--- config.mk ---
export PLATFORM = sky130hd
export DESIGN_NAME = xbus_slave
export DESIGN_NICKNAME = d
export VERILOG_FILES = /design/src/rtl/xbus_pkg.sv /design/src/rtl/xbus_sync.sv /design/src/rtl/xbus_window.sv /design/src/rtl/xbus_ctrl.sv /design/src/rtl/xbus_slave.sv
export SDC_FILE = /design/constraint.sdc
export NUM_CORES = 1
export LEC_CHECK = 0
export BUFFER_PORTS_ARGS = -buffer_cell sky130_fd_sc_hd__buf_2
export CAP_MARGIN = 5
export CELL_PAD_IN_SITES_DETAIL_PLACEMENT = 0
export CELL_PAD_IN_SITES_GLOBAL_PLACEMENT = 1
export CORE_MARGIN = 4
export CORE_UTILIZATION = 39
export DETAILED_ROUTE_END_ITERATION = 12
export GPL_TIMING_DRIVEN = 0
export PLACE_DENSITY_LB_ADDON = 0.25
export SYNTH_ARGS = -nofsm -noshare
export SYNTH_HDL_FRONTEND = slang
export SYNTH_SLANG_ARGS = --single-unit
--- constraint.sdc ---
create_clock -name clk -period 1.8 [get_ports clk]
set_input_delay 0.18 -clock clk [delete_from_list [all_inputs] [get_ports clk]]
set_output_delay 0.18 -clock clk [all_outputs]
set_load 0.01 [all_outputs]
--- src/rtl/xbus_pkg.sv ---
package xbus_pkg;

    localparam int XB_DW = 16;
    localparam int XB_BE = XB_DW / 8;

    typedef enum logic [1:0] {
        ST_IDLE   = 2'd0,
        ST_ACCESS = 2'd1,
        ST_HOLD   = 2'd2
    } xs_state_e;

    typedef struct packed {
        logic as_n;
        logic uds_n;
        logic lds_n;
        logic rd;
    } bus_ctl_t;

    localparam int CTL_W = $bits(bus_ctl_t);
    localparam logic [CTL_W-1:0] CTL_IDLE = 4'b1110;

    typedef struct packed {
        logic             we;
        logic [XB_BE-1:0] be;
        logic [XB_DW-1:0] wdata;
    } acc_t;

    function automatic logic strobes_any(input bus_ctl_t c);
        return !c.uds_n || !c.lds_n;
    endfunction

    function automatic logic [XB_BE-1:0] strobe_be(input bus_ctl_t c);
        return {!c.uds_n, !c.lds_n};
    endfunction

endpackage

--- src/rtl/xbus_sync.sv ---
module xbus_sync #(
    parameter int              W       = 1,
    parameter int              STAGES  = 2,
    parameter logic [W-1:0]    RST_VAL = '0
) (
    input  logic         clk,
    input  logic         rst,
    input  logic [W-1:0] d,
    output logic [W-1:0] q
);

    logic [W-1:0] stg [STAGES];

    always_ff @(posedge clk) begin
        if (rst) begin
            for (int i = 0; i < STAGES; i++) stg[i] <= RST_VAL;
        end else begin
            stg[0] <= d;
            for (int i = 1; i < STAGES; i++) stg[i] <= stg[i-1];
        end
    end

    assign q = stg[STAGES-1];

endmodule

--- src/rtl/xbus_window.sv ---
module xbus_window #(
    parameter int                ADDR_W    = 24,
    parameter int                WIN_BITS  = 8,
    parameter logic [ADDR_W-1:0] BASE_ADDR = 'h200000
) (
    input  logic [ADDR_W-1:1]   addr,
    output logic                hit,
    output logic [WIN_BITS-2:0] ofs
);

    localparam int TAG_W = ADDR_W - WIN_BITS;
    localparam logic [TAG_W-1:0] BASE_TAG = BASE_ADDR[ADDR_W-1:WIN_BITS];

    assign hit = (addr[ADDR_W-1:WIN_BITS] == BASE_TAG);
    assign ofs = addr[WIN_BITS-1:1];

endmodule

--- src/rtl/xbus_ctrl.sv ---
module xbus_ctrl
    import xbus_pkg::*;
#(
    parameter int OFS_W = 7
) (
    input  logic             clk,
    input  logic             rst,
    input  bus_ctl_t         ctl,
    input  logic             hit,
    input  logic [OFS_W-1:0] ofs,
    input  logic [XB_DW-1:0] wdata,
    input  logic             loc_ready,
    input  logic [XB_DW-1:0] loc_rdata,
    output xs_state_e        state,
    output acc_t             acc,
    output logic [OFS_W-1:0] acc_addr,
    output logic [XB_DW-1:0] rdata
);

    logic start;
    logic burst_end;

    // a fresh access needs an idle state, a low strobe and any data strobe
    assign start     = (state == ST_IDLE) && !ctl.as_n && strobes_any(ctl) && hit;
    assign burst_end = ctl.as_n || !strobes_any(ctl);

    always_ff @(posedge clk) begin
        if (rst) begin
            state    <= ST_IDLE;
            acc      <= '0;
            acc_addr <= '0;
            rdata    <= '0;
        end else begin
            unique case (state)
                ST_IDLE: begin
                    if (start) begin
                        state     <= ST_ACCESS;
                        acc.we    <= !ctl.rd;
                        acc.be    <= strobe_be(ctl);
                        acc.wdata <= wdata;
                        acc_addr  <= ofs;
                    end
                end
                ST_ACCESS: begin
                    if (loc_ready) begin
                        rdata <= loc_rdata;
                        state <= ST_HOLD;
                    end
                end
                ST_HOLD: begin
                    // back to idle only after the strobes drop, so a held
                    // strobe never issues a second request
                    if (burst_end) state <= ST_IDLE;
                end
                default: state <= ST_IDLE;
            endcase
        end
    end

endmodule

--- src/rtl/xbus_slave.sv ---
module xbus_slave
    import xbus_pkg::*;
#(
    parameter int                ADDR_W    = 24,
    parameter int                WIN_BITS  = 8,
    parameter logic [ADDR_W-1:0] BASE_ADDR = 'h200000,
    parameter bit                OWN_ACK   = 1'b0,
    parameter int                SYNC_STG  = 2
) (
    input  logic                  clk,
    input  logic                  rst,
    input  logic                  bus_as_n,
    input  logic                  bus_uds_n,
    input  logic                  bus_lds_n,
    input  logic                  bus_rd,
    input  logic [ADDR_W-1:1]     bus_addr,
    input  logic [15:0]           bus_wdata,
    output logic [15:0]           bus_rdata,
    output logic                  bus_doe,
    output logic                  ack_drv,
    output logic                  ack_val,
    output logic                  rdy_drv,
    output logic                  rdy_val,
    output logic                  ovr_drv,
    output logic                  ovr_val,
    output logic                  loc_req,
    output logic                  loc_we,
    output logic [WIN_BITS-2:0]   loc_addr,
    output logic [1:0]            loc_be,
    output logic [15:0]           loc_wdata,
    input  logic [15:0]           loc_rdata,
    input  logic                  loc_ready
);

    localparam int OFS_W = WIN_BITS - 1;
    localparam int AW    = ADDR_W - 1;

    bus_ctl_t          ctl_raw;
    bus_ctl_t          ctl_s;
    logic [CTL_W-1:0]  ctl_q;
    logic [AW-1:0]     addr_s;
    logic [XB_DW-1:0]  wdata_s;
    logic              hit;
    logic [OFS_W-1:0]  ofs;
    xs_state_e         st;
    acc_t              acc;
    logic [OFS_W-1:0]  acc_addr;
    logic [XB_DW-1:0]  rdata_q;
    logic              live;
    logic              hit_now;

    assign ctl_raw = '{as_n: bus_as_n, uds_n: bus_uds_n, lds_n: bus_lds_n, rd: bus_rd};

    xbus_sync #(.W(CTL_W), .STAGES(SYNC_STG), .RST_VAL(CTL_IDLE)) u_sync_ctl (
        .clk (clk),
        .rst (rst),
        .d   (ctl_raw),
        .q   (ctl_q)
    );
    assign ctl_s = bus_ctl_t'(ctl_q);

    xbus_sync #(.W(AW), .STAGES(SYNC_STG), .RST_VAL('0)) u_sync_addr (
        .clk (clk),
        .rst (rst),
        .d   (bus_addr),
        .q   (addr_s)
    );

    xbus_sync #(.W(XB_DW), .STAGES(SYNC_STG), .RST_VAL('0)) u_sync_data (
        .clk (clk),
        .rst (rst),
        .d   (bus_wdata),
        .q   (wdata_s)
    );

    xbus_window #(.ADDR_W(ADDR_W), .WIN_BITS(WIN_BITS), .BASE_ADDR(BASE_ADDR)) u_win (
        .addr (addr_s),
        .hit  (hit),
        .ofs  (ofs)
    );

    xbus_ctrl #(.OFS_W(OFS_W)) u_ctrl (
        .clk       (clk),
        .rst       (rst),
        .ctl       (ctl_s),
        .hit       (hit),
        .ofs       (ofs),
        .wdata     (wdata_s),
        .loc_ready (loc_ready),
        .loc_rdata (loc_rdata),
        .state     (st),
        .acc       (acc),
        .acc_addr  (acc_addr),
        .rdata     (rdata_q)
    );

    // raw strobe gates every bus-side output: release is immediate
    assign live    = !bus_as_n;
    assign hit_now = hit && !ctl_s.as_n;

    assign loc_req   = (st == ST_ACCESS);
    assign loc_we    = acc.we;
    assign loc_be    = acc.be;
    assign loc_wdata = acc.wdata;
    assign loc_addr  = acc_addr;

    assign bus_rdata = rdata_q;
    assign bus_doe   = live && (st == ST_HOLD) && !acc.we && strobes_any(ctl_s);

    assign ack_val = 1'b0;
    assign rdy_val = 1'b0;
    assign ovr_val = 1'b0;

    generate
        if (OWN_ACK) begin : g_own_ack
            assign ovr_drv = live && (hit_now || st != ST_IDLE);
            assign ack_drv = live && (st == ST_HOLD) && strobes_any(ctl_s);
            assign rdy_drv = 1'b0;
        end else begin : g_ready_line
            assign rdy_drv = live && ((st == ST_IDLE && hit_now) || st == ST_ACCESS);
            assign ack_drv = 1'b0;
            assign ovr_drv = 1'b0;
        end
    endgenerate

endmodule

==> flow_summary.html, run 1 <==
<table>
<tr><th>Metric</th><th>Value</th></tr>
<tr><th colspan="2">Setup path</th></tr>
<tr><td>Cells on worst reg2reg path</td><td>6</td></tr>
<tr><td>Peak fanout along the critical path</td><td>2</td></tr>
<tr><td>Kind of launch point of the worst setup path</td><td>flop</td></tr>
<tr><td>Crit Path Class</td><td>flop to output pin</td></tr>
<tr><td>Nature of the critical path endpoint</td><td>output pin</td></tr>
<tr><td>Arrival time at the worst endpoint</td><td>1.71 ns</td></tr>
<tr><td>Crit path required time</td><td>approximately 1.6 ns</td></tr>
<tr><th colspan="2">Timing</th></tr>
<tr><td>Ratio of final minimum period to clock period</td><td>104.8%</td></tr>
<tr><td>Final number of hold-violating endpoints</td><td>0</td></tr>
<tr><td>Pins Over Slew Limit</td><td>0</td></tr>
<tr><td>Slew at the pin closest to its max-slew limit</td><td>between 0.5 and 0.6 ns</td></tr>
<tr><td>Finish-stage setup viols</td><td>1</td></tr>
<tr><td>Highest attainable clock frequency</td><td>about 530 MHz</td></tr>
<tr><td>Setup ws final</td><td>-0.08614 ns</td></tr>
<tr><td>Clock period minus final worst setup slack</td><td>1.886 ns</td></tr>
<tr><td>Worst slew margin relative to its limit</td><td>a little over three fifths</td></tr>
<tr><td>Setup TNS Final</td><td>-0.08614 ns</td></tr>
<tr><td>Setup skew after layout</td><td>0.006457 ns</td></tr>
<tr><td>Unrepaired setup endpoints after global routing</td><td>yes</td></tr>
<tr><th colspan="2">GRT</th></tr>
<tr><td>Wire length of the first global-routing pass</td><td>15800 um</td></tr>
<tr><td>Number of antenna violations at the first check in global routing</td><td>0</td></tr>
<tr><td>Global route total overflow</td><td>0</td></tr>
<tr><td>Global Route Usage Sum</td><td>15.90%</td></tr>
<tr><td>Vias in the first global route</td><td>3324</td></tr>
<tr><td>Pin count of the biggest net entering global routing</td><td>17</td></tr>
<tr><th colspan="2">Drt</th></tr>
<tr><td>Final ANT Viol Nets</td><td>0</td></tr>
<tr><td>Iteration-0 DRC count of the detailed router</td><td>roughly 130</td></tr>
<tr><td>Sum of routed wire length over all layers</td><td>approximately 9400 um</td></tr>
<tr><td>Average detailed-routed wire length per instance</td><td>between 10 and 15 um</td></tr>
<tr><td>Via-per-instance ratio</td><td>4.420</td></tr>
<tr><td>First-pass iteration count of the detailed router</td><td>5</td></tr>
<tr><td>DRC violation count after routing</td><td>0</td></tr>
<tr><td>Via Count</td><td>roughly 3300</td></tr>
<tr><th colspan="2">Clocking</th></tr>
<tr><td>Library cell used as clock root buffer</td><td>sky130_fd_sc_hd__clkbuf_8</td></tr>
<tr><td>Number of levels in the clock H-tree</td><td>4</td></tr>
<tr><td>Number of clock sinks</td><td>130</td></tr>
<tr><td>Clock-pin slew on the worst setup and hold paths</td><td>roughly 0.060 ns</td></tr>
<tr><td>Clock latency reported for the late side of the worst-skew pair</td><td>0.50 ns</td></tr>
<tr><td>Clock tree from TritonCTS</td><td>built</td></tr>
<tr><td>TritonCTS buffer count</td><td>17</td></tr>
<tr><td>Maximum root-to-sink buffer count</td><td>2</td></tr>
<tr><th colspan="2">Cells and area</th></tr>
<tr><td>Antenna fix cells</td><td>0</td></tr>
<tr><td>Commonest cells after routing, fill and taps aside</td><td>sky130_fd_sc_hd__dfxtp_1 (127), sky130_fd_sc_hd__buf_2 (112), sky130_fd_sc_hd__nor2b_1 (81), sky130_fd_sc_hd__dlygate4sd3_1 (60), sky130_fd_sc_hd__a21oi_1 (43)</td></tr>
<tr><td>Most common library cell in the layout ignoring fill and taps</td><td>sky130_fd_sc_hd__dfxtp_1</td></tr>
<tr><td>Core utilization of the finished layout</td><td>59.58%</td></tr>
<tr><td>Nets@finish</td><td>656</td></tr>
<tr><td>Area overhead of the layout relative to synthesis</td><td>49.03%</td></tr>
<tr><td>Fraction of final layout cells sized beyond drive strength 1</td><td>approximately 29%</td></tr>
<tr><th colspan="2">Die</th></tr>
<tr><td>Std-Cell Rows</td><td>37</td></tr>
<tr><td>Number of top-level design ports</td><td>~110</td></tr>
<tr><td>Core Footprint</td><td>between 10000 and 15000 um^2</td></tr>
<tr><td>Horizontal extent of the die</td><td>between 100 and 150 um</td></tr>
<tr><td>Area of the die</td><td>around 12000 um^2</td></tr>
<tr><td>Chip height</td><td>between 100 and 150 um</td></tr>
<tr><td>Effective utilization at floorplan</td><td>between 30% and 40%</td></tr>
<tr><th colspan="2">Logic synthesis</th></tr>
<tr><td>Post-synthesis instance total</td><td>a little over 400</td></tr>
<tr><td>Number of warnings printed during yosys synthesis</td><td>0</td></tr>
<tr><td>Average cell area after synthesis</td><td>about 10 um^2</td></tr>
<tr><td>Count of state elements after synthesis</td><td>130</td></tr>
<tr><td>Sequential fraction of the synthesis area</td><td>a little under two thirds</td></tr>
<tr><td>Distinct cell type count of the synthesized netlist</td><td>27</td></tr>
<tr><td>Area of the mapped netlist</td><td>between 4000 and 5000 um^2</td></tr>
<tr><th colspan="2">Outcome</th></tr>
<tr><td>Run status</td><td>finished, violations left</td></tr>
<tr><td>Violations in the final reports</td><td>negative setup slack</td></tr>
<tr><th colspan="2">Power and ir drop</th></tr>
<tr><td>Maximum vdd drop</td><td>0.5619 mV</td></tr>
<tr><td>Reported leakage power</td><td>approximately 2.6 nW</td></tr>
<tr><td>PwrDens</td><td>around 1100 nW/um^2</td></tr>
<tr><th colspan="2">Min path</th></tr>
<tr><td>Hold Path Cell Cnt</td><td>2</td></tr>
<tr><td>Class of the tightest hold or removal check</td><td>input port to flop</td></tr>
<tr><th colspan="2">Flow run</th></tr>
<tr><td>Max Cap Violations</td><td>0</td></tr>
<tr><th colspan="2">Placed design</th></tr>
<tr><td>Post-detail-place hpwl</td><td>around 6300 um</td></tr>
<tr><td>Port bufs</td><td>around 110</td></tr>
<tr><td>GPL Wtd Cong</td><td>0.7426</td></tr>
</table>
[critical path, cell delays in order (launching register included)]
cell and delay, ns:
sky130_fd_sc_hd__dfxtp_4 0.36, sky130_fd_sc_hd__nor4_4 0.28, sky130_fd_sc_hd__and3_4 0.24, sky130_fd_sc_hd__a21oi_2 0.06, sky130_fd_sc_hd__nor3_2 0.11, sky130_fd_sc_hd__buf_2 0.16
[state kept, by name, indices dropped and copies added, names as in the netlist]
register and flops:
u_ctrl.acc 19, u_ctrl.state 2, u_sync_addr.stg 46, u_sync_data.stg 32, u_ctrl.rdata 16, u_ctrl.acc_addr 7, u_sync_ctl.stg 8
[where the power goes]
group	internal [W]	switching [W]
Combinational	0.000214	0.000146
Sequential	0.00297	0.0000269
Clock	0.00234	0.00115
[stage by stage]
step,std cells,total power (W),area [um^2],worst slack [ns],hold slack [ns]
after floorplan,407,0.003190,4124,0.2104,0.2838
after global placement,648,0.003294,4820,-0.09158,0.3681
after detailed placement,648,0.003299,4820,-0.09443,0.3679
after CTS,741,0.006912,6091,-0.1858,0.04868
after global routing,741,0.007099,6123,-0.1766,0.09018
final,741,0.006851,6123,-0.08614,0.06821
[cell type report]
class | instances | area (um^2)
clock buffer | 21 | 459.2
sequential | 130 | 2609
clock inverter | 9 | 155.1
fill | 892 | 4154
multi-input combinational | 242 | 1405
tap | 136 | 170.2
timing repair buffer | 171 | 1171
buffer | 32 | 153.9
[logic make-up (layout without fill, tap and decap cells)]
logic type             Yosys count  in the layout  share of synthesized area (%)
DFF                            130            130                          63.34
AOI/OAI and AO/OA               72             72                          9.196
and+or+nand+nor                165            165                          23.29
buffers and inverters           35            233                          4.081
other                            1              5                        0.09126
[worst paths after layout]
kind                                                       from                                end  slack (ns)
worst min register to register  u_sync_ctl.stg[0][1]$_SDFF_PP1_    u_sync_ctl.stg[0][5]$_SDFF_PP1_        0.41
worst min-delay path                                        rst  u_sync_data.stg[0][10]$_SDFF_PP0_        0.07
worst max-delay path            u_sync_ctl.stg[0][7]$_SDFF_PP1_                            rdy_drv       -0.09
worst max register to register  u_sync_ctl.stg[0][7]$_SDFF_PP1_        u_ctrl.acc[17]$_SDFFE_PP0P_        0.04
[routing by layer]
metal | global-route usage (%) | vias to the layer above | routed length, um
met3 | 5.534 | 9 | 535
met1 | 19.56 | 1464 | 4130
met4 | 6.322 | 0 | 150
li1 | - | 1713 | -
met2 | 25.53 | 89 | 4585
met5 | 0 | - | 0
[synthesized netlist by cell type]
library cell | n | area share, %
sky130_fd_sc_hd__nor2_1 | 2 | 0.18
sky130_fd_sc_hd__a211oi_2 | 1 | 0.30
sky130_fd_sc_hd__clkbuf_1 | 19 | 1.7
sky130_fd_sc_hd__or4_1 | 2 | 0.37
sky130_fd_sc_hd__nand2b_1 | 1 | 0.15
sky130_fd_sc_hd__buf_4 | 5 | 0.91
sky130_fd_sc_hd__nand2_1 | 35 | 3.2
sky130_fd_sc_hd__nor3_1 | 3 | 0.37
sky130_fd_sc_hd__conb_1 | 1 | 0.091
sky130_fd_sc_hd__nor4b_2 | 1 | 0.37
sky130_fd_sc_hd__or3_1 | 1 | 0.15
sky130_fd_sc_hd__o21ai_1 | 20 | 2.4
sky130_fd_sc_hd__nand3_1 | 3 | 0.37
sky130_fd_sc_hd__and3_1 | 1 | 0.15
sky130_fd_sc_hd__and2_1 | 2 | 0.30
sky130_fd_sc_hd__nand3b_1 | 1 | 0.18
sky130_fd_sc_hd__o41ai_1 | 2 | 0.43
sky130_fd_sc_hd__nor4_2 | 2 | 0.61
sky130_fd_sc_hd__dfxtp_1 | 130 | 63
sky130_fd_sc_hd__or2_2 | 7 | 1.1
sky130_fd_sc_hd__nand4_1 | 23 | 3.5
sky130_fd_sc_hd__nor2b_1 | 81 | 12
sky130_fd_sc_hd__buf_2 | 10 | 1.2
sky130_fd_sc_hd__dlygate4sd1_1 | 1 | 0.21
sky130_fd_sc_hd__a21oi_1 | 44 | 5.4
sky130_fd_sc_hd__o21a_1 | 1 | 0.18
sky130_fd_sc_hd__o21ai_0 | 4 | 0.49
[timing repair]
action                                 in CTS  in global routing
endpoints found under the hold margin      60                  0
cloned                                      0                  0
setup endpoints to repair                  21                 22
gates resized for setup                     8                 11
buffers inserted                            4                  2
hold buffers                               60                  0
pin swaps                                   6                  7
Power figures use the tool's default switching activity.
==> run 2: changes to the inputs <==
- MAX_ROUTING_LAYER: not set -> met4
==> run 2 against run 1 <==
- the flow still finishes with violations (negative setup slack)
- fmax rose by 0.39%
- combinational power barely moved
- design area did not move
- flip-flop and latch count did not move
- first-iteration DRC count fell by 9.0%
- clock skew rose by 0.0011 ns
- register-to-register slack barely moved
- largest power group unchanged
- clock-buffer cell count did not move
- sequential share of layout area did not move
- sequential power barely moved
- via count fell by 0.21%
- global-route usage rose by 0.45 points
==> flow_summary.html, run 2 (same netlist as run 1, synthesis figures left out) <==
<table>
<tr><th>Metric</th><th>Value</th></tr>
<tr><th colspan="2">Power and ir drop</th></tr>
<tr><td>Reported leakage power</td><td>between 2 and 3 nW</td></tr>
<tr><td>PwrDens</td><td>roughly 1100 nW/um^2</td></tr>
<tr><td>Power share of the combinational group</td><td>under 10%</td></tr>
<tr><td>Maximum vdd drop</td><td>0.5619 mV</td></tr>
<tr><td>Switching Power</td><td>0.001320 W</td></tr>
<tr><td>Design internal power</td><td>around 0.0055 W</td></tr>
<tr><td>Register share of total power</td><td>a little over two fifths</td></tr>
<tr><td>Switching portion of total power</td><td>between 15 and 20%</td></tr>
<tr><td>Clock Power Share</td><td>between 50 and 60%</td></tr>
<tr><th colspan="2">GRT</th></tr>
<tr><td>Pin count of the biggest net entering global routing</td><td>17</td></tr>
<tr><td>Number of antenna violations at the first check in global routing</td><td>0</td></tr>
<tr><td>Vias in the first global route</td><td>around 3300</td></tr>
<tr><td>Wire length of the first global-routing pass</td><td>15810 um</td></tr>
<tr><td>Global route total overflow</td><td>0</td></tr>
<tr><td>Global Route Usage Sum</td><td>~16%</td></tr>
<tr><th colspan="2">Clocking</th></tr>
<tr><td>Maximum root-to-sink buffer count</td><td>2</td></tr>
<tr><td>Library cell used as clock root buffer</td><td>sky130_fd_sc_hd__clkbuf_8</td></tr>
<tr><td>Clock latency reported for the late side of the worst-skew pair</td><td>approximately 0.5 ns</td></tr>
<tr><td>Number of clock sinks</td><td>130</td></tr>
<tr><td>Number of levels in the clock H-tree</td><td>4</td></tr>
<tr><td>Clock tree from TritonCTS</td><td>built</td></tr>
<tr><td>Clock-pin slew on the worst setup and hold paths</td><td>about 0.060 ns</td></tr>
<tr><td>TritonCTS buffer count</td><td>17</td></tr>
<tr><th colspan="2">Timing</th></tr>
<tr><td>Setup skew after layout</td><td>about 0.0075 ns</td></tr>
<tr><td>Setup TNS Final</td><td>-0.07874 ns</td></tr>
<tr><td>Slew at the pin closest to its max-slew limit</td><td>around 0.58 ns</td></tr>
<tr><td>Setup ws final</td><td>-0.07874 ns</td></tr>
<tr><td>Worst slew margin relative to its limit</td><td>61.52%</td></tr>
<tr><td>Final number of hold-violating endpoints</td><td>0</td></tr>
<tr><td>Highest attainable clock frequency</td><td>between 500 and 600 MHz</td></tr>
<tr><td>Pins Over Slew Limit</td><td>0</td></tr>
<tr><td>Unrepaired setup endpoints after global routing</td><td>yes</td></tr>
<tr><td>Clock period minus final worst setup slack</td><td>about 1.9 ns</td></tr>
<tr><td>Finish-stage setup viols</td><td>1</td></tr>
<tr><td>Ratio of final minimum period to clock period</td><td>104.4%</td></tr>
<tr><th colspan="2">Outcome</th></tr>
<tr><td>Run status</td><td>finished, violations left</td></tr>
<tr><td>Violations in the final reports</td><td>negative setup slack</td></tr>
<tr><th colspan="2">Cells and area</th></tr>
<tr><td>Most common library cell in the layout ignoring fill and taps</td><td>sky130_fd_sc_hd__dfxtp_1</td></tr>
<tr><td>Antenna fix cells</td><td>0</td></tr>
<tr><td>Nets@finish</td><td>~660</td></tr>
<tr><td>Commonest cells after routing, fill and taps aside</td><td>sky130_fd_sc_hd__dfxtp_1 (127), sky130_fd_sc_hd__buf_2 (112), sky130_fd_sc_hd__nor2b_1 (81), sky130_fd_sc_hd__dlygate4sd3_1 (60), sky130_fd_sc_hd__a21oi_1 (43)</td></tr>
<tr><td>Most flop-heavy register</td><td>u_sync_addr.stg</td></tr>
<tr><td>Leading registers by flop count</td><td>u_sync_addr.stg (46), u_sync_data.stg (32), u_ctrl.acc (19)</td></tr>
<tr><td>Area overhead of the layout relative to synthesis</td><td>49.03%</td></tr>
<tr><td>Max reg flops</td><td>46</td></tr>
<tr><td>Fillers</td><td>892</td></tr>
<tr><td>Post-layout instance area</td><td>6123 um^2</td></tr>
<tr><td>Core utilization of the finished layout</td><td>between 50% and 60%</td></tr>
<tr><td>Fraction of final layout cells sized beyond drive strength 1</td><td>~29%</td></tr>
<tr><th colspan="2">Placed design</th></tr>
<tr><td>Post-detail-place hpwl</td><td>about 6300 um</td></tr>
<tr><td>GPL Wtd Cong</td><td>about 0.75</td></tr>
<tr><td>Instance area at placement</td><td>4820 um^2</td></tr>
<tr><td>Port bufs</td><td>105</td></tr>
<tr><th colspan="2">Drt</th></tr>
<tr><td>Via-per-instance ratio</td><td>4.410</td></tr>
<tr><td>Final ANT Viol Nets</td><td>0</td></tr>
<tr><td>Average detailed-routed wire length per instance</td><td>roughly 13 um</td></tr>
<tr><td>DRC violation count after routing</td><td>0</td></tr>
<tr><td>Iteration-0 DRC count of the detailed router</td><td>approximately 120</td></tr>
<tr><td>Via Count</td><td>roughly 3300</td></tr>
<tr><td>First-pass iteration count of the detailed router</td><td>4</td></tr>
<tr><td>Sum of routed wire length over all layers</td><td>about 9400 um</td></tr>
<tr><th colspan="2">Min path</th></tr>
<tr><td>Class of the tightest hold or removal check</td><td>input port to flop</td></tr>
<tr><th colspan="2">Setup path</th></tr>
<tr><td>Arrival time at the worst endpoint</td><td>roughly 1.7 ns</td></tr>
<tr><td>Crit Path Class</td><td>flop to output pin</td></tr>
<tr><td>Kind of launch point of the worst setup path</td><td>flop</td></tr>
<tr><td>Nature of the critical path endpoint</td><td>output pin</td></tr>
<tr><td>Peak fanout along the critical path</td><td>2</td></tr>
<tr><td>Crit path required time</td><td>~1.6 ns</td></tr>
<tr><th colspan="2">Flow run</th></tr>
<tr><td>Max Cap Violations</td><td>0</td></tr>
<tr><th colspan="2">Die</th></tr>
<tr><td>Horizontal extent of the die</td><td>~110 um</td></tr>
<tr><td>Core Footprint</td><td>10280 um^2</td></tr>
<tr><td>Chip height</td><td>around 110 um</td></tr>
<tr><td>Effective utilization at floorplan</td><td>between 30 and 40%</td></tr>
<tr><td>Std-Cell Rows</td><td>37</td></tr>
<tr><td>Number of top-level design ports</td><td>~110</td></tr>
<tr><td>Area of the die</td><td>roughly 12000 um^2</td></tr>
</table>
-- run 2: cell counts in the layout (fill, tap and decap cells not counted) --
Identical to the previous run, type by type.
-- run 2: path summary, 6_finish.rpt --
check / endpoint / cells past startpoint / slack [ns] / startpoint
min: u_sync_data.stg[0][10]$_SDFF_PP0_ / 2 / 0.07 / rst
max: rdy_drv / 5 / -0.08 / u_sync_ctl.stg[0][7]$_SDFF_PP1_
min reg2reg: u_sync_ctl.stg[0][5]$_SDFF_PP1_ / 1 / 0.41 / u_sync_ctl.stg[0][1]$_SDFF_PP1_
max reg2reg: u_ctrl.acc[17]$_SDFFE_PP0P_ / 6 / 0.04 / u_sync_ctl.stg[0][7]$_SDFF_PP1_
-- run 2: area by class of cell --
cell class	instances	area (um^2)	area share, %
Buffer	32	153.9	2.513
Clock buffer	21	459.2	7.499
Clock inverter	9	155.1	2.534
Multi-Input combinational cell	242	1405	22.95
Sequential cell	130	2609	42.60
Tap cell	136	170.2	2.779
Timing Repair Buffer	171	1171	19.13
-- run 2: per-layer routing --
| metal | routed length [um] | global-route usage [%] | vias to the layer above |
|---|---|---|---|
| li1 | - | - | 1709 |
| met1 | 4162 | 19.70 | 1459 |
| met2 | 4598 | 25.53 | 88 |
| met3 | 437 | 4.822 | 12 |
| met4 | 177 | 7.061 | 0 |
| met5 | 0 | - | - |
-- run 2: power by group through the flow --
stage	Combinational, W	Clock (W)	Sequential, W
after CTS	0.000353	0.00356	0.00299
final	0.000360	0.00349	0.00300
after floorplan	0.000144	0	0.00305
after detailed placement	0.000245	0	0.00305
after global placement	0.000241	0	0.00305
after global routing	0.000401	0.00369	0.00300
-- run 2: stage by stage --
step           setup slack (ns)  total power [W]  hold WS (ns)  instances
5_1_grt                 -0.1742         0.007096       0.09212        741
2_1_floorplan            0.2104         0.003190        0.2838        407
3_3_place_gp           -0.09158         0.003294        0.3681        648
4_1_cts                 -0.1858         0.006912       0.04868        741
6_report               -0.07874         0.006845       0.07126        741
3_5_place_dp           -0.09443         0.003299        0.3679        648
-- run 2: critical path: stages, from the launching register on --
cell	delay [ns]
sky130_fd_sc_hd__dfxtp_4	0.36
sky130_fd_sc_hd__nor4_4	0.28
sky130_fd_sc_hd__and3_4	0.24
sky130_fd_sc_hd__a21oi_2	0.06
sky130_fd_sc_hd__nor3_2	0.11
sky130_fd_sc_hd__buf_2	0.16
-- run 2: timing repair --
action                                  4_1_cts  5_1_grt
buffers inserted                              4        2
hold buffers                                 60        0
endpoints found under the setup margin       21       22
pin swaps                                     6        7
gates resized for setup                       8       11
endpoints found under the hold margin        60        0
==> run 3: changes to the inputs <==
- SETUP_SLACK_MARGIN: not set -> 0.02
==> run 3 against run 2 <==
- the flow still finishes with violations (negative setup slack)
- combinational power about the same
- via count rose by 0.37%
- setup slack lost 0.0011 ns
- wire length fell by 0.29%
- utilization increased by 0.085 points
- flip-flop and latch count stayed put
==> flow_summary.html, run 3 (same netlist as run 1, synthesis figures left out) <==
<table>
<tr><th>Metric</th><th>Value</th></tr>
<tr><th colspan="2">Outcome</th></tr>
<tr><td>Run status</td><td>finished, violations left</td></tr>
<tr><td>Violations in the final reports</td><td>negative setup slack</td></tr>
<tr><th colspan="2">Clocking</th></tr>
<tr><td>Clock tree from TritonCTS</td><td>built</td></tr>
<tr><td>Library cell used as clock root buffer</td><td>sky130_fd_sc_hd__clkbuf_8</td></tr>
<tr><td>Number of clock sinks</td><td>130</td></tr>
<tr><td>Clock-pin slew on the worst setup and hold paths</td><td>roughly 0.060 ns</td></tr>
<tr><td>TritonCTS buffer count</td><td>17</td></tr>
<tr><td>Number of levels in the clock H-tree</td><td>4</td></tr>
<tr><td>Maximum root-to-sink buffer count</td><td>2</td></tr>
<tr><td>Clock latency reported for the late side of the worst-skew pair</td><td>roughly 0.50 ns</td></tr>
<tr><th colspan="2">Drt</th></tr>
<tr><td>DRC violation count after routing</td><td>0</td></tr>
<tr><td>First-pass iteration count of the detailed router</td><td>4</td></tr>
<tr><td>Final ANT Viol Nets</td><td>0</td></tr>
<tr><td>Iteration-0 DRC count of the detailed router</td><td>between 100 and 150</td></tr>
<tr><td>Via-per-instance ratio</td><td>approximately 4.4</td></tr>
<tr><td>Via Count</td><td>about 3300</td></tr>
<tr><td>Average detailed-routed wire length per instance</td><td>about 13 um</td></tr>
<tr><td>Sum of routed wire length over all layers</td><td>about 9300 um</td></tr>
<tr><th colspan="2">Die</th></tr>
<tr><td>Number of top-level design ports</td><td>between 100 and 150</td></tr>
<tr><td>Chip height</td><td>about 110 um</td></tr>
<tr><td>Area of the die</td><td>between 10000 and 15000 um^2</td></tr>
<tr><td>Std-Cell Rows</td><td>37</td></tr>
<tr><td>Effective utilization at floorplan</td><td>between 30% and 40%</td></tr>
<tr><td>Horizontal extent of the die</td><td>~110 um</td></tr>
<tr><td>Core Footprint</td><td>about 10000 um^2</td></tr>
<tr><th colspan="2">Timing</th></tr>
<tr><td>Post-Route Hold Slack</td><td>0.06910 ns</td></tr>
<tr><td>Unrepaired setup endpoints after global routing</td><td>yes</td></tr>
<tr><td>Finish-stage setup viols</td><td>1</td></tr>
<tr><td>Slew at the pin closest to its max-slew limit</td><td>roughly 0.57 ns</td></tr>
<tr><td>Clock period minus final worst setup slack</td><td>between 1.5 and 2 ns</td></tr>
<tr><td>Final number of hold-violating endpoints</td><td>0</td></tr>
<tr><td>Pins Over Slew Limit</td><td>0</td></tr>
<tr><td>Worst slew margin relative to its limit</td><td>62.29%</td></tr>
<tr><td>Highest attainable clock frequency</td><td>531.9 MHz</td></tr>
<tr><td>Setup ws final</td><td>-0.07989 ns</td></tr>
<tr><td>Ratio of final minimum period to clock period</td><td>104.4%</td></tr>
<tr><td>Setup skew after layout</td><td>0.01064 ns</td></tr>
<tr><th colspan="2">Cells and area</th></tr>
<tr><td>Nets@finish</td><td>657</td></tr>
<tr><td>Most common library cell in the layout ignoring fill and taps</td><td>sky130_fd_sc_hd__dfxtp_1</td></tr>
<tr><td>Core utilization of the finished layout</td><td>between 50% and 60%</td></tr>
<tr><td>Antenna fix cells</td><td>0</td></tr>
<tr><td>Most flop-heavy register</td><td>u_sync_addr.stg</td></tr>
<tr><td>Area overhead of the layout relative to synthesis</td><td>49.24%</td></tr>
<tr><td>Max reg flops</td><td>46</td></tr>
<tr><td>Leading registers by flop count</td><td>u_sync_addr.stg (46), u_sync_data.stg (32), u_ctrl.acc (19)</td></tr>
<tr><td>Commonest cells after routing, fill and taps aside</td><td>sky130_fd_sc_hd__dfxtp_1 (127), sky130_fd_sc_hd__buf_2 (111), sky130_fd_sc_hd__nor2b_1 (81), sky130_fd_sc_hd__dlygate4sd3_1 (60), sky130_fd_sc_hd__a21oi_1 (43)</td></tr>
<tr><td>Fraction of final layout cells sized beyond drive strength 1</td><td>28.88%</td></tr>
<tr><th colspan="2">Setup path</th></tr>
<tr><td>Peak per-stage delay on the critical path</td><td>around 0.36 ns</td></tr>
<tr><td>Critical register-to-register path startpoint</td><td>u_sync_ctl.stg[0][7]$_SDFF_PP1_</td></tr>
<tr><td>Nature of the critical path endpoint</td><td>output pin</td></tr>
<tr><td>Peak fanout along the critical path</td><td>2</td></tr>
<tr><td>Crit Path Class</td><td>flop to output pin</td></tr>
<tr><td>Critical path startpoint</td><td>u_sync_ctl.stg[0][7]$_SDFF_PP1_</td></tr>
<tr><td>Crit path required time</td><td>roughly 1.6 ns</td></tr>
<tr><td>Worst path buffer plus inverter count</td><td>1</td></tr>
<tr><td>Critical path's top delay family</td><td>simple AND/OR/NAND/NOR gates</td></tr>
<tr><td>Arrival time at the worst endpoint</td><td>1.70 ns</td></tr>
<tr><td>Kind of launch point of the worst setup path</td><td>flop</td></tr>
<tr><td>Chain of cells forming the critical path</td><td>nor4_4, and3_4, a21oi_2, nor3_2, buf_2</td></tr>
<tr><td>Standard cell with the maximum stage delay on the critical path</td><td>sky130_fd_sc_hd__dfxtp_4</td></tr>
<tr><th colspan="2">Placed design</th></tr>
<tr><td>GPL Wtd Cong</td><td>0.7519</td></tr>
<tr><td>Post-detail-place hpwl</td><td>roughly 6300 um</td></tr>
<tr><td>Worst slack, placed</td><td>-0.09443 ns</td></tr>
<tr><td>Port bufs</td><td>approximately 110</td></tr>
<tr><th colspan="2">Power and ir drop</th></tr>
<tr><td>Maximum vdd drop</td><td>about 0.56 mV</td></tr>
<tr><td>Total Power</td><td>0.006847 W</td></tr>
<tr><td>Switching portion of total power</td><td>between 10% and 20%</td></tr>
<tr><td>Design internal power</td><td>about 0.0055 W</td></tr>
<tr><td>Reported leakage power</td><td>~2.6 nW</td></tr>
<tr><td>Switching Power</td><td>0.001321 W</td></tr>
<tr><td>Power share of the combinational group</td><td>5.3%</td></tr>
<tr><td>Clock Power Share</td><td>51.0%</td></tr>
<tr><td>PwrDens</td><td>1117 nW/um^2</td></tr>
<tr><td>Register share of total power</td><td>between 40 and 50%</td></tr>
<tr><th colspan="2">GRT</th></tr>
<tr><td>Global route total overflow</td><td>0</td></tr>
<tr><td>Number of antenna violations at the first check in global routing</td><td>0</td></tr>
<tr><td>Global Route Usage Sum</td><td>between 10% and 20%</td></tr>
<tr><td>Wire length of the first global-routing pass</td><td>15810 um</td></tr>
<tr><td>Vias in the first global route</td><td>around 3300</td></tr>
<tr><td>Pin count of the biggest net entering global routing</td><td>17</td></tr>
<tr><th colspan="2">Flow run</th></tr>
<tr><td>Max Cap Violations</td><td>0</td></tr>
<tr><th colspan="2">Min path</th></tr>
<tr><td>Startpoint of the most critical hold path</td><td>rst</td></tr>
<tr><td>Class of the tightest hold or removal check</td><td>input port to flop</td></tr>
</table>
[run 3: cell type report]
| type | instances | area (um^2) |
|---|---|---|
| fill | 891 | 4145 |
| sequential | 130 | 2609 |
| multi-input combinational | 242 | 1403 |
| timing repair buffer | 171 | 1171 |
| clock buffer | 21 | 459.2 |
| tap | 136 | 170.2 |
| buffer | 33 | 165.2 |
| clock inverter | 9 | 155.1 |
[run 3: timing repair]
action,4_1_cts,5_1_grt
setup endpoints to repair,22,22
hold buffers,60,0
pin swaps,6,6
resized for setup,8,15
setup buffers,4,2
endpoints found under the hold margin,60,0
[run 3: final timing paths]
kind,to,slack [ns],cells after the start
hold / removal,u_sync_data.stg[0][10]$_SDFF_PP0_,0.07,2
setup / recovery,rdy_drv,-0.08,5
setup reg to reg,u_ctrl.acc[17]$_SDFFE_PP0P_,0.04,6
hold reg to reg,u_sync_ctl.stg[0][7]$_SDFF_PP1_,0.41,1
[run 3: routing by layer]
layer	wire, um	share of wire (%)	vias up	global-route usage (%)
met1	4142	44	1459	19.70
met4	184	2.0	0	7.061
met2	4550	49	94	25.53
met5	0	0	-	-
met3	473	5.1	12	4.822
li1	-	-	1715	-
[run 3: power by group through the flow]
| stage | sequential [W] | combinational, W | clock (W) |
|---|---|---|---|
| 6_report | 0.00300 | 0.000360 | 0.00349 |
| 5_1_grt | 0.00300 | 0.000402 | 0.00369 |
| 4_1_cts | 0.00299 | 0.000353 | 0.00356 |
| 3_5_place_dp | 0.00305 | 0.000245 | 0 |
| 3_3_place_gp | 0.00305 | 0.000241 | 0 |
| 2_1_floorplan | 0.00305 | 0.000144 | 0 |
[run 3: per-stage QoR]
stage               area (um^2)  instances  TNS [ns]
floorplan                  4124        407         0
global placement           4820        648    -1.318
detailed placement         4820        648    -1.460
CTS                        6091        741    -1.870
global route               6132        742   -0.3430
finish                     6132        742  -0.07989
